`src/rtl/btb_pkg.sv`:
```
package btb_pkg;
  // slot fields are carried at a fixed width and sliced by the receivers
  localparam int SLOT_W = 8;

  typedef struct packed {
    logic              wrPool;
    logic [SLOT_W-1:0] poolSlot;
    logic              bumpPoolPtr;
    logic              wrOvf;
    logic [SLOT_W-1:0] ovfSlot;
    logic              bumpOvfPtr;
  } btbStrobes_t;
endpackage

```
`src/rtl/btb_dp.sv`:
```
module btb_dp import btb_pkg::*; #(
  parameter int PC_W = 32,
  parameter int WAYS = 4,
  parameter int SETS = 16,
  parameter int LINE_WORDS = 8,
  parameter int POOL_N = 4,
  parameter int OVF_K = 4,
  parameter int ST_W = 2,
  localparam int OFF_W = $clog2(LINE_WORDS),
  localparam int IDX_W = $clog2(SETS),
  localparam int WAY_W = $clog2(WAYS),
  localparam int TAG_W = PC_W - 2 - OFF_W - IDX_W,
  localparam int FT_W = PC_W - 2,
  localparam int PSEL_W = $clog2(POOL_N),
  localparam int OSEL_W = $clog2(OVF_K)
) (
  input  logic              clk,
  input  logic              rst,
  input  logic [PC_W-1:0]   fetchPc,
  input  logic [PC_W-1:0]   updPc,
  input  logic [PC_W-1:0]   updTarget,
  input  logic [ST_W-1:0]   updStatus,
  input  logic              fillValid,
  input  logic [IDX_W-1:0]  fillSet,
  input  logic [WAY_W-1:0]  fillWay,
  input  logic [TAG_W-1:0]  fillTag,
  input  btbStrobes_t       stb,
  output logic              fCacheHit,
  output logic              fPoolHit,
  output logic              fOvfHit,
  output logic [PC_W-1:0]   fPoolTgt,
  output logic [ST_W-1:0]   fPoolSt,
  output logic [PC_W-1:0]   fOvfTgt,
  output logic [ST_W-1:0]   fOvfSt,
  output logic              uCacheHit,
  output logic              uPoolHit,
  output logic [PSEL_W-1:0] uPoolIdx,
  output logic              uOvfHit,
  output logic [OSEL_W-1:0] uOvfIdx,
  output logic              uPoolFree,
  output logic [PSEL_W-1:0] uPoolFreeIdx,
  output logic              uOvfFree,
  output logic [OSEL_W-1:0] uOvfFreeIdx,
  output logic [PSEL_W-1:0] uPoolPtr,
  output logic [OSEL_W-1:0] uOvfPtr
);
  // shared cache tag array
  logic             tagV [SETS][WAYS];
  logic [TAG_W-1:0] tagA [SETS][WAYS];
  // per-set pools: way + offset only
  logic             pV   [SETS][POOL_N];
  logic [WAY_W-1:0] pWay [SETS][POOL_N];
  logic [OFF_W-1:0] pOff [SETS][POOL_N];
  logic [ST_W-1:0]  pSt  [SETS][POOL_N];
  logic [PC_W-1:0]  pTgt [SETS][POOL_N];
  logic [PSEL_W-1:0] pPtr [SETS];
  // overflow: full word-address tags
  logic             oV   [OVF_K];
  logic [FT_W-1:0]  oTag [OVF_K];
  logic [ST_W-1:0]  oSt  [OVF_K];
  logic [PC_W-1:0]  oTgt [OVF_K];
  logic [OSEL_W-1:0] oPtr;

  // two lookup ports: 0 = fetch, 1 = update
  logic [PC_W-1:0]   lkPc [2];
  logic [IDX_W-1:0]  lkSet [2];
  logic              lkCache [2];
  logic [WAY_W-1:0]  lkWay [2];
  logic              lkPool [2];
  logic [PSEL_W-1:0] lkPoolIdx [2];
  logic              lkOvf [2];
  logic [OSEL_W-1:0] lkOvfIdx [2];

  logic unusedBits;
  assign unusedBits = ^{fetchPc[1:0], updPc[1:0], stb};

  assign lkPc[0] = fetchPc;
  assign lkPc[1] = updPc;

  always_comb begin
    for (int p = 0; p < 2; p++) begin
      lkSet[p]     = lkPc[p][2+OFF_W +: IDX_W];
      lkCache[p]   = 1'b0;
      lkWay[p]     = '0;
      lkPool[p]    = 1'b0;
      lkPoolIdx[p] = '0;
      lkOvf[p]     = 1'b0;
      lkOvfIdx[p]  = '0;
      for (int w = WAYS - 1; w >= 0; w--)
        if (tagV[lkSet[p]][w] && tagA[lkSet[p]][w] == lkPc[p][PC_W-1 -: TAG_W]) begin
          lkCache[p] = 1'b1;
          lkWay[p]   = WAY_W'(w);
        end
      for (int i = POOL_N - 1; i >= 0; i--)
        if (lkCache[p] && pV[lkSet[p]][i] && pWay[lkSet[p]][i] == lkWay[p] &&
            pOff[lkSet[p]][i] == lkPc[p][2 +: OFF_W]) begin
          lkPool[p]    = 1'b1;
          lkPoolIdx[p] = PSEL_W'(i);
        end
      for (int k = OVF_K - 1; k >= 0; k--)
        if (oV[k] && oTag[k] == lkPc[p][PC_W-1:2]) begin
          lkOvf[p]    = 1'b1;
          lkOvfIdx[p] = OSEL_W'(k);
        end
    end
  end

  // fetch results
  assign fCacheHit = lkCache[0];
  assign fPoolHit  = lkPool[0];
  assign fOvfHit   = lkOvf[0];
  assign fPoolTgt  = pTgt[lkSet[0]][lkPoolIdx[0]];
  assign fPoolSt   = pSt[lkSet[0]][lkPoolIdx[0]];
  assign fOvfTgt   = oTgt[lkOvfIdx[0]];
  assign fOvfSt    = oSt[lkOvfIdx[0]];

  // update-side results for the control
  assign uCacheHit = lkCache[1];
  assign uPoolHit  = lkPool[1];
  assign uPoolIdx  = lkPoolIdx[1];
  assign uOvfHit   = lkOvf[1];
  assign uOvfIdx   = lkOvfIdx[1];
  assign uPoolPtr  = pPtr[lkSet[1]];
  assign uOvfPtr   = oPtr;

  always_comb begin
    uPoolFree    = 1'b0;
    uPoolFreeIdx = '0;
    for (int i = POOL_N - 1; i >= 0; i--)
      if (!pV[lkSet[1]][i]) begin
        uPoolFree    = 1'b1;
        uPoolFreeIdx = PSEL_W'(i);
      end
    uOvfFree    = 1'b0;
    uOvfFreeIdx = '0;
    for (int k = OVF_K - 1; k >= 0; k--)
      if (!oV[k]) begin
        uOvfFree    = 1'b1;
        uOvfFreeIdx = OSEL_W'(k);
      end
  end

  logic [PSEL_W-1:0] poolSlot;
  logic [OSEL_W-1:0] ovfSlot;
  assign poolSlot = stb.poolSlot[PSEL_W-1:0];
  assign ovfSlot  = stb.ovfSlot[OSEL_W-1:0];

  always_ff @(posedge clk) begin
    if (rst) begin
      for (int s = 0; s < SETS; s++) begin
        for (int w = 0; w < WAYS; w++) tagV[s][w] <= 1'b0;
        for (int i = 0; i < POOL_N; i++) pV[s][i] <= 1'b0;
        pPtr[s] <= '0;
      end
      for (int k = 0; k < OVF_K; k++) oV[k] <= 1'b0;
      oPtr <= '0;
    end else begin
      if (fillValid) begin
        tagV[fillSet][fillWay] <= 1'b1;
        tagA[fillSet][fillWay] <= fillTag;
      end
      if (stb.wrPool) begin
        pV[lkSet[1]][poolSlot]   <= 1'b1;
        pWay[lkSet[1]][poolSlot] <= lkWay[1];
        pOff[lkSet[1]][poolSlot] <= updPc[2 +: OFF_W];
        pSt[lkSet[1]][poolSlot]  <= updStatus;
        pTgt[lkSet[1]][poolSlot] <= updTarget;
        if (stb.bumpPoolPtr) pPtr[lkSet[1]] <= pPtr[lkSet[1]] + 1'b1;
      end
      if (stb.wrOvf) begin
        oV[ovfSlot]   <= 1'b1;
        oTag[ovfSlot] <= updPc[PC_W-1:2];
        oSt[ovfSlot]  <= updStatus;
        oTgt[ovfSlot] <= updTarget;
        if (stb.bumpOvfPtr) oPtr <= oPtr + 1'b1;
      end
      // line replacement drops pool entries of that set and way (last write wins)
      if (fillValid)
        for (int i = 0; i < POOL_N; i++)
          if ((stb.wrPool && lkSet[1] == fillSet && poolSlot == PSEL_W'(i)) ?
              (lkWay[1] == fillWay) : (pWay[fillSet][i] == fillWay))
            pV[fillSet][i] <= 1'b0;
    end
  end
endmodule

```
`src/rtl/btb_ctl.sv`:
```
module btb_ctl import btb_pkg::*; #(
  parameter int PSEL_W = 2,
  parameter int OSEL_W = 2
) (
  input  logic              updValid,
  input  logic              uCacheHit,
  input  logic              uPoolHit,
  input  logic [PSEL_W-1:0] uPoolIdx,
  input  logic              uOvfHit,
  input  logic [OSEL_W-1:0] uOvfIdx,
  input  logic              uPoolFree,
  input  logic [PSEL_W-1:0] uPoolFreeIdx,
  input  logic              uOvfFree,
  input  logic [OSEL_W-1:0] uOvfFreeIdx,
  input  logic [PSEL_W-1:0] uPoolPtr,
  input  logic [OSEL_W-1:0] uOvfPtr,
  output btbStrobes_t       stb
);
  always_comb begin
    stb = '0;
    if (updValid) begin
      if (uPoolHit) begin
        stb.wrPool   = 1'b1;
        stb.poolSlot = SLOT_W'(uPoolIdx);
      end else if (uOvfHit) begin
        stb.wrOvf   = 1'b1;
        stb.ovfSlot = SLOT_W'(uOvfIdx);
      end else if (uCacheHit && uPoolFree) begin
        stb.wrPool   = 1'b1;
        stb.poolSlot = SLOT_W'(uPoolFreeIdx);
      end else if (uOvfFree) begin
        stb.wrOvf   = 1'b1;
        stb.ovfSlot = SLOT_W'(uOvfFreeIdx);
      end else if (uCacheHit) begin
        stb.wrPool      = 1'b1;
        stb.poolSlot    = SLOT_W'(uPoolPtr);
        stb.bumpPoolPtr = 1'b1;
      end else begin
        stb.wrOvf      = 1'b1;
        stb.ovfSlot    = SLOT_W'(uOvfPtr);
        stb.bumpOvfPtr = 1'b1;
      end
    end
  end
endmodule

```
`src/rtl/btb_shared_tag.sv`:
```
module btb_shared_tag import btb_pkg::*; #(
  parameter int PC_W = 32,
  parameter int WAYS = 4,
  parameter int SETS = 16,
  parameter int LINE_WORDS = 8,
  parameter int POOL_N = 4,
  parameter int OVF_K = 4,
  parameter int ST_W = 2,
  localparam int OFF_W = $clog2(LINE_WORDS),
  localparam int IDX_W = $clog2(SETS),
  localparam int WAY_W = $clog2(WAYS),
  localparam int TAG_W = PC_W - 2 - OFF_W - IDX_W,
  localparam int PSEL_W = $clog2(POOL_N),
  localparam int OSEL_W = $clog2(OVF_K)
) (
  input  logic             clk,
  input  logic             rst,
  input  logic [PC_W-1:0]  fetchPc,
  output logic             fetchHit,
  output logic [PC_W-1:0]  fetchTarget,
  output logic [ST_W-1:0]  fetchStatus,
  input  logic             updValid,
  input  logic [PC_W-1:0]  updPc,
  input  logic [PC_W-1:0]  updTarget,
  input  logic [ST_W-1:0]  updStatus,
  input  logic             fillValid,
  input  logic [IDX_W-1:0] fillSet,
  input  logic [WAY_W-1:0] fillWay,
  input  logic [TAG_W-1:0] fillTag
);
  btbStrobes_t stb;
  logic fetchCacheHit, fetchPoolHit, fetchOvfHit;
  logic [PC_W-1:0] poolTgt, ovfTgt;
  logic [ST_W-1:0] poolSt, ovfSt;
  logic uCacheHit, uPoolHit, uOvfHit, uPoolFree, uOvfFree;
  logic [PSEL_W-1:0] uPoolIdx, uPoolFreeIdx, uPoolPtr;
  logic [OSEL_W-1:0] uOvfIdx, uOvfFreeIdx, uOvfPtr;

  btb_dp #(.PC_W(PC_W), .WAYS(WAYS), .SETS(SETS), .LINE_WORDS(LINE_WORDS),
           .POOL_N(POOL_N), .OVF_K(OVF_K), .ST_W(ST_W)) dp_i (
    .clk(clk), .rst(rst), .fetchPc(fetchPc), .updPc(updPc), .updTarget(updTarget),
    .updStatus(updStatus), .fillValid(fillValid), .fillSet(fillSet), .fillWay(fillWay),
    .fillTag(fillTag), .stb(stb),
    .fCacheHit(fetchCacheHit), .fPoolHit(fetchPoolHit), .fOvfHit(fetchOvfHit),
    .fPoolTgt(poolTgt), .fPoolSt(poolSt), .fOvfTgt(ovfTgt), .fOvfSt(ovfSt),
    .uCacheHit(uCacheHit), .uPoolHit(uPoolHit), .uPoolIdx(uPoolIdx),
    .uOvfHit(uOvfHit), .uOvfIdx(uOvfIdx), .uPoolFree(uPoolFree),
    .uPoolFreeIdx(uPoolFreeIdx), .uOvfFree(uOvfFree), .uOvfFreeIdx(uOvfFreeIdx),
    .uPoolPtr(uPoolPtr), .uOvfPtr(uOvfPtr));

  btb_ctl #(.PSEL_W(PSEL_W), .OSEL_W(OSEL_W)) ctl_i (
    .updValid(updValid), .uCacheHit(uCacheHit), .uPoolHit(uPoolHit),
    .uPoolIdx(uPoolIdx), .uOvfHit(uOvfHit), .uOvfIdx(uOvfIdx),
    .uPoolFree(uPoolFree), .uPoolFreeIdx(uPoolFreeIdx), .uOvfFree(uOvfFree),
    .uOvfFreeIdx(uOvfFreeIdx), .uPoolPtr(uPoolPtr), .uOvfPtr(uOvfPtr), .stb(stb));

  // pool entries take priority; they count only on a resident line
  logic poolSel;
  assign poolSel     = fetchPoolHit & fetchCacheHit;
  assign fetchHit    = poolSel | fetchOvfHit;
  assign fetchTarget = poolSel ? poolTgt : ovfTgt;
  assign fetchStatus = poolSel ? poolSt : ovfSt;
endmodule

```
`config.mk`:
```
export PLATFORM = sky130hd
export DESIGN_NAME = btb_shared_tag
export DESIGN_NICKNAME = d
export VERILOG_FILES = /design/src/rtl/btb_pkg.sv /design/src/rtl/btb_dp.sv /design/src/rtl/btb_ctl.sv /design/src/rtl/btb_shared_tag.sv
export SDC_FILE = /design/constraint.sdc
export NUM_CORES = 2
export LEC_CHECK = 0
export BUFFER_PORTS_ARGS = -buffer_cell sky130_fd_sc_hd__buf_4
export CAP_MARGIN = 25
export CELL_PAD_IN_SITES_DETAIL_PLACEMENT = 0
export CELL_PAD_IN_SITES_GLOBAL_PLACEMENT = 1
export CORE_MARGIN = 8
export CORE_UTILIZATION = 40
export CTS_BUF_LIST = sky130_fd_sc_hd__clkbuf_8
export DETAILED_ROUTE_END_ITERATION = 6
export PLACE_DENSITY_LB_ADDON = 0.08
export SYNTH_ARGS = -nofsm -noshare
export SYNTH_HDL_FRONTEND = slang
export SYNTH_HIERARCHICAL = 1
export SYNTH_MEMORY_MAX_BITS = 65536
export SYNTH_SLANG_ARGS = --single-unit
export TNS_END_PERCENT = 20
```
`constraint.sdc`:
```
create_clock -name clk -period 33.1 [get_ports clk]
set_input_delay 1.655 -clock clk [delete_from_list [all_inputs] [get_ports clk]]
set_output_delay 1.655 -clock clk [all_outputs]
set_load 0.01 [all_outputs]
```
Yosys cells after proc, flatten, opt, wreduce, memory -nomap -nowiden
Memory sizes are Yosys's and may differ from the RTL's.
Cells that the tools add are included.

storage, ports and cells
  bits in registers = 2
  output and inout port bits = 35
  logic and storage cells = 272
  memories kept = 12
  bits of input ports = 131
  bits in latches = 0
  memory bits (writable) = 4388
  memory bits (read-only) = 0

memory list
  name             depth  width  rd ports  clocked after memory_dff  wr ports  line          text
  dp_i.pTgt        16     128    1         0                         1         btb_dp.sv:55  logic [PC_W-1:0] pTgt [SETS][POOL_N];
  dp_i.tagA        16     92     2         0                         1         btb_dp.sv:49  logic [TAG_W-1:0] tagA [SETS][WAYS];
  dp_i.pOff        16     12     2         0                         1         btb_dp.sv:53  logic [OFF_W-1:0] pOff [SETS][POOL_N];
  dp_i.oTgt        4      32     1         0                         1         btb_dp.sv:61  logic [PC_W-1:0] oTgt [OVF_K];
  dp_i.pSt         16     8      1         0                         1         btb_dp.sv:54  logic [ST_W-1:0] pSt [SETS][POOL_N];
  dp_i.pWay        16     8      3         0                         1         btb_dp.sv:52  logic [WAY_W-1:0] pWay [SETS][POOL_N];
  6 more memories  --     --     --        --                        --        --

operators by class
  bitwise logic cells = 5
  magnitude comparators = 5
  multiply operators = 0
  shifts and indexed selects = 0
  reductions and logical operators = 55
  add/sub/neg operators = 2
  multiplexer cells = 151
  divide/modulo/power cells = 0
  eq/ne operators = 41

operator list
  operator            count
  $eq 30x30->1        8
  $eq 23x23->1        8
  $mux 128            1
  $mux 32             4
  $mux 92             1
  $mux 2              38
  $mux 1              72
  $bmux 32 s2         1
  $demux 32 s2        1
  $logic_and 1x1->1   48
  $mux 4              12
  $demux 23 s2        1
  $mux 10             4
  $mux 9              4
  $eq 2x2->1          13
  $eq 3x3->1          8
  $mux 23             1
  $mux 11             2
  $mux 20             1
  $mux 12             1
  $reduce_or 4->1     3
  $ge 3x3->1 const B  3
  $not 2->3           3
  $mux 8              1
  other kinds (16)    20

Logic depth before layout (Yosys ltp)
An unclocked memory read counts as a cell.

  depth after elaboration = 25
  gate-level depth with buffers = 27
  gate-level depth less buffers = 19

Modules after synthesis
The synthesis kept the hierarchy.

modules (own cells, without submodules)
  module          times used  area an instance (sq um)  cells an instance  seq. area each (sq um)
  btb_dp          1           190212.4                  9455               130525.2
  btb_shared_tag  1           543.0                     39                 0.0
  btb_ctl         1           272.8                     40                 0.0

Worst setup path before layout
No wires, ideal clock.

  path type = input -> register
  start point = input port updPc[6]
  end point = memory dp_i.oV[1] (enable)
  setup slack = 20.871 ns
  buffers on the path = 6
  stages on the path = 21
  data required time = 32.786 ns
  library setup time = 0.314 ns
  arrival = 11.915 ns
  cells stage by stage = buf_2 -> buf_4 -> buf_2 -> buf_2 -> buf_1 -> buf_1 -> mux4_2 -> mux4_2 -> xnor2_1 -> nand4_1 -> nor4_1 -> nand2_1 -> a21oi_2 -> a21oi_1 -> nor3_1 -> nor2_1 -> nand2_1 -> nor2_1 -> o311a_1 -> nor3b_1 -> or2_2

RTL lines
  item             line                  text
  start, declared  btb_shared_tag.sv:23  input logic [PC_W-1:0] updPc,
  end, declared    btb_dp.sv:58          logic oV [OVF_K];

Worst setup path in the final report
  start point = input port fetchPc[5]
  end point = output port fetchTarget[29]

on the way
  word-level cells in the longest chain between the ends = 19
  elaborated cells between the ends (all ways) = 69
  classes of those cells = eq/ne: 16; mux: 24; bitwise: 2; reduce/logical: 20; memory: 7

ends and longest elaborated chain
  item                                             line                  text
  start, declared                                  btb_shared_tag.sv:18  input logic [PC_W-1:0] fetchPc,
  $mem_v2 16x92                                    --
  $eq 23x23->1                                     btb_dp.sv:90          if (tagV[lkSet[p]][w] && tagA[lkSet[p]][w] == lkPc[p][PC_W-1 -: TAG_W]) begin
  $logic_and 1x1->1                                btb_dp.sv:90
  $mux 2 or $mux 1 (tied branches) (4 in series)   btb_dp.sv:90
  $eq 2x2->1 or $logic_and 1x1->1 (tied branches)  btb_dp.sv:95          if (lkCache[p] && pV[lkSet[p]][i] && pWay[lkSet[p]][i] == lkWay[p] &&
  $logic_and 1x1->1 (2 in series)                  btb_dp.sv:95
  $mux 2 (4 in series)                             btb_dp.sv:95
  $not 2->3 (not written as such)                  btb_dp.sv:112         assign fPoolTgt = pTgt[lkSet[0]][lkPoolIdx[0]];
  $bmux 32 s2 *                                    btb_dp.sv:112
  $mux 32 (not written as such) * (2 in series)    btb_dp.sv:112
  net poolTgt[29]                                  btb_shared_tag.sv:33  logic [PC_W-1:0] poolTgt, ovfTgt;
  $mux 32 *                                        btb_shared_tag.sv:61  assign fetchTarget = poolSel ? poolTgt : ovfTgt;
  end, declared                                    btb_shared_tag.sv:20  output logic [PC_W-1:0] fetchTarget,

Mark *: on every way through the listed nets, which the timed path passes. The rest lies on a longest branch. The select of a mux whose other input is x is not followed.

==> results.cfg <==
[global_routing]
antenna_found_initial = 28
grt_pass1_vias = 109000
grt_use_total_pct = 25.6
grt_max_degree = 113
grt_pass1_wl_mm = 895
globalRouteOverflowTotal = 0

[status]
outcome = finished, final reports clean

[worst_setup_path]
crit_family = buffers and inverters
critPathLaunchType = primary input
crit_path_top_delay_cell = buf_4
regToRegSetupSlack_ns = 23.90
cp_common_cell = buf_4
reg2reg_to = dp_i/pTgt[12][15]$_DFFE_PP_
rr_worst_depth = 17
critPathBufInv = 9
criticalPathCategory = primary input to output pin
worstPathArrival_ns = 10.88
cp-startpoint = fetchPc[5]
cp.required_ns = 31.44
crit_path_end_kind = output pin
cp_slowest_stage_delay_ns = 0.83
rr_startpoint = dp_i/tagA[15][79]$_DFFE_PP_
cp_max_fo = 62
crit_chain = buf_16 -> buf_4 -> buf_4 -> buf_4 -> nand2b_1 -> buf_4 -> o22ai_1 -> o22ai_1 -> xor2_1 -> or4b_1 -> nor4_1 -> nand4_1 -> a211oi_4 -> buf_4 -> or3_2 -> buf_4 -> o311ai_1 -> buf_4 -> a31oi_1 -> mux2_4 -> buf_4

[layout]
final_common_cell = edfxtp_1
stdcell_area_mm2 = 0.215
area_growth_pct = 12.4
layout.nets = 10300
layout_common_cells = edfxtp_1, mux4_2, clkbuf_8
layout-drive-gt1-share_pct = 32.4

[power_and_ir_drop]
p_leak_uw = 0.0681
ir_drop_uv = 39.9
power_density_mw_per_mm2 = 53.2

[sta]
hold_violations = 0
setup_viol = 0
finalMaxSlewViolations = 0
worst_pin_slew_ns = 1.15
clock.fmax_ghz = 0.0798
fin_setup_tns_ns = 0
min_period_over_period_pct = 37.9
rsz0062_at_grt = false
finClkSkew_ns = 0.0769
setup_slack_ns = 20.57
layout_min_cycle_time_ns = 12.53
maxSlewHeadroom_pct = 23.3

[floorplanning]
die_w_um = 707
die_h_um = 707
rows = 253
core-area_mm2 = 0.475
dieArea_mm2 = 0.500
initial_core_util_pct = 40.2
io_pins = 166

[clock_tree]
cts_tree = yes
cts_buffers = 754
clk_latency_ns = 1.28
cts_resized = 0
cts_root_buf = clkbuf_8
cts_sinks = 4390
clockBufferDepth = 4
hold_buffers = 0
postCtsSetupRepairBufs = 0
clkTransAtPathRegs_ns = 0.05
cts-htree-levels = 6

[detailed_routing]
drtAntennaViolNets = 0
via_per_inst = 6.04
drt_iter0_markers = 10900
num_vias = 103000
wl_per_cell_um = 38.2
drt_drc_violations_left = 0
drtPass1Iterations = 5
drt-total-wl_mm = 654

[worst_hold_path]
holdPathEnd = dp_i/tagV[13][3]$_DFF_P_
hold_class = flip-flop to flip-flop
whs_path_depth = 2
worstHoldStart = dp_i/tagV[13][3]$_DFF_P_

[placed_design]
hpwl_mm = 371
portBuffers = 161
placed_cell_area_mm2 = 0.201
routabilityCongestion = 0.822
place_ws_ns = 20.12

[job]
drv_cap = 0

[yosys]
synth_nets = 9652
netlist_area_mm2 = 0.191
avgSynthCellArea_um2 = 20.1
yosys_warnings = 6
syn_inst = 9521
## cell type report
class	count	area [µm²]
Antenna cell	18	45.0
Clock buffer	774	10700
Clock inverter	568	2790
Fill cell	40700	261000
Inverter	114	450
Multi-Input combinational cell	4354	58100
Sequential cell	4390	131000
Tap cell	6375	7980
Timing Repair Buffer	512	4110
## metrics by stage
stage          hold WS, ns  total power [µW]  cells  util [%]
6_report             0.492             11400  17100      45.2
3_5_place_dp         0.479              7040  15700      42.3
2_1_floorplan        0.459              6700   9521         -
3_3_place_gp         0.465              7030  15700      42.3
4_1_cts              0.486             11500  17100      45.1
5_1_grt              0.507             11800  17100      45.2
## worst reg2reg max path, cell delays in order (launching register included)
cell and delay [ns]:
edfxtp_1 0.40, mux4_2 0.48, mux4_2 0.49, xnor2_1 0.55
nand4_1 0.18, nor4_1 0.84, nand2_1 0.83, a21boi_4 0.39
buf_4 0.35, xor2_1 0.31, nor3_1 0.81, nor2_1 0.11
nand2_1 0.22, o21a_1 0.16, nor2b_1 0.35, nand3_2 0.71
nor2_4 1.02, buf_4 0.62
## metal layers
metal	vias up	track usage, %	part of all wire [%]
met5	-	0	0.013
met4	14	9.72	4.3
met3	1141	4.06	5.9
met2	4096	44.4	51
met1	56700	32.3	39
li1	41300	-	-
## worst max path at each step
stage,end,slack (ns),cells past startpoint
detailed placement,dp_i/pTgt[12][28]$_DFFE_PP_,20.12,21
global placement,dp_i/pTgt[12][30]$_DFFE_PP_,20.22,21
CTS,fetchStatus[1],20.44,19
floorplan,dp_i/oV[1]$_SDFFCE_PN0P_,20.87,21
finish,fetchTarget[29],20.57,21
global route,fetchTarget[21],20.30,20
## registers in the layout (all words and copies together) (netlist names)
signal        cells
dp_i/pTgt      2048
dp_i/tagV        64
dp_i/pWay       128
dp_i/pV          64
dp_i/pPtr        32
dp_i/pOff       192
dp_i/oSt          8
dp_i/tagA      1472
dp_i/pSt        128
dp_i/oTgt       128
dp_i/uOvfPtr      2
dp_i/oV           4
dp_i/oTag       120
## power by group
group | switching, µW | internal, µW | leakage (µW) | total [µW]
clock | 2260 | 2240 | 0.00782 | 4500
sequential | 7.37 | 6110 | 0.0397 | 6120
combinational | 501 | 295 | 0.0206 | 796
Note: power is estimated with default switching activity, not from simulation.
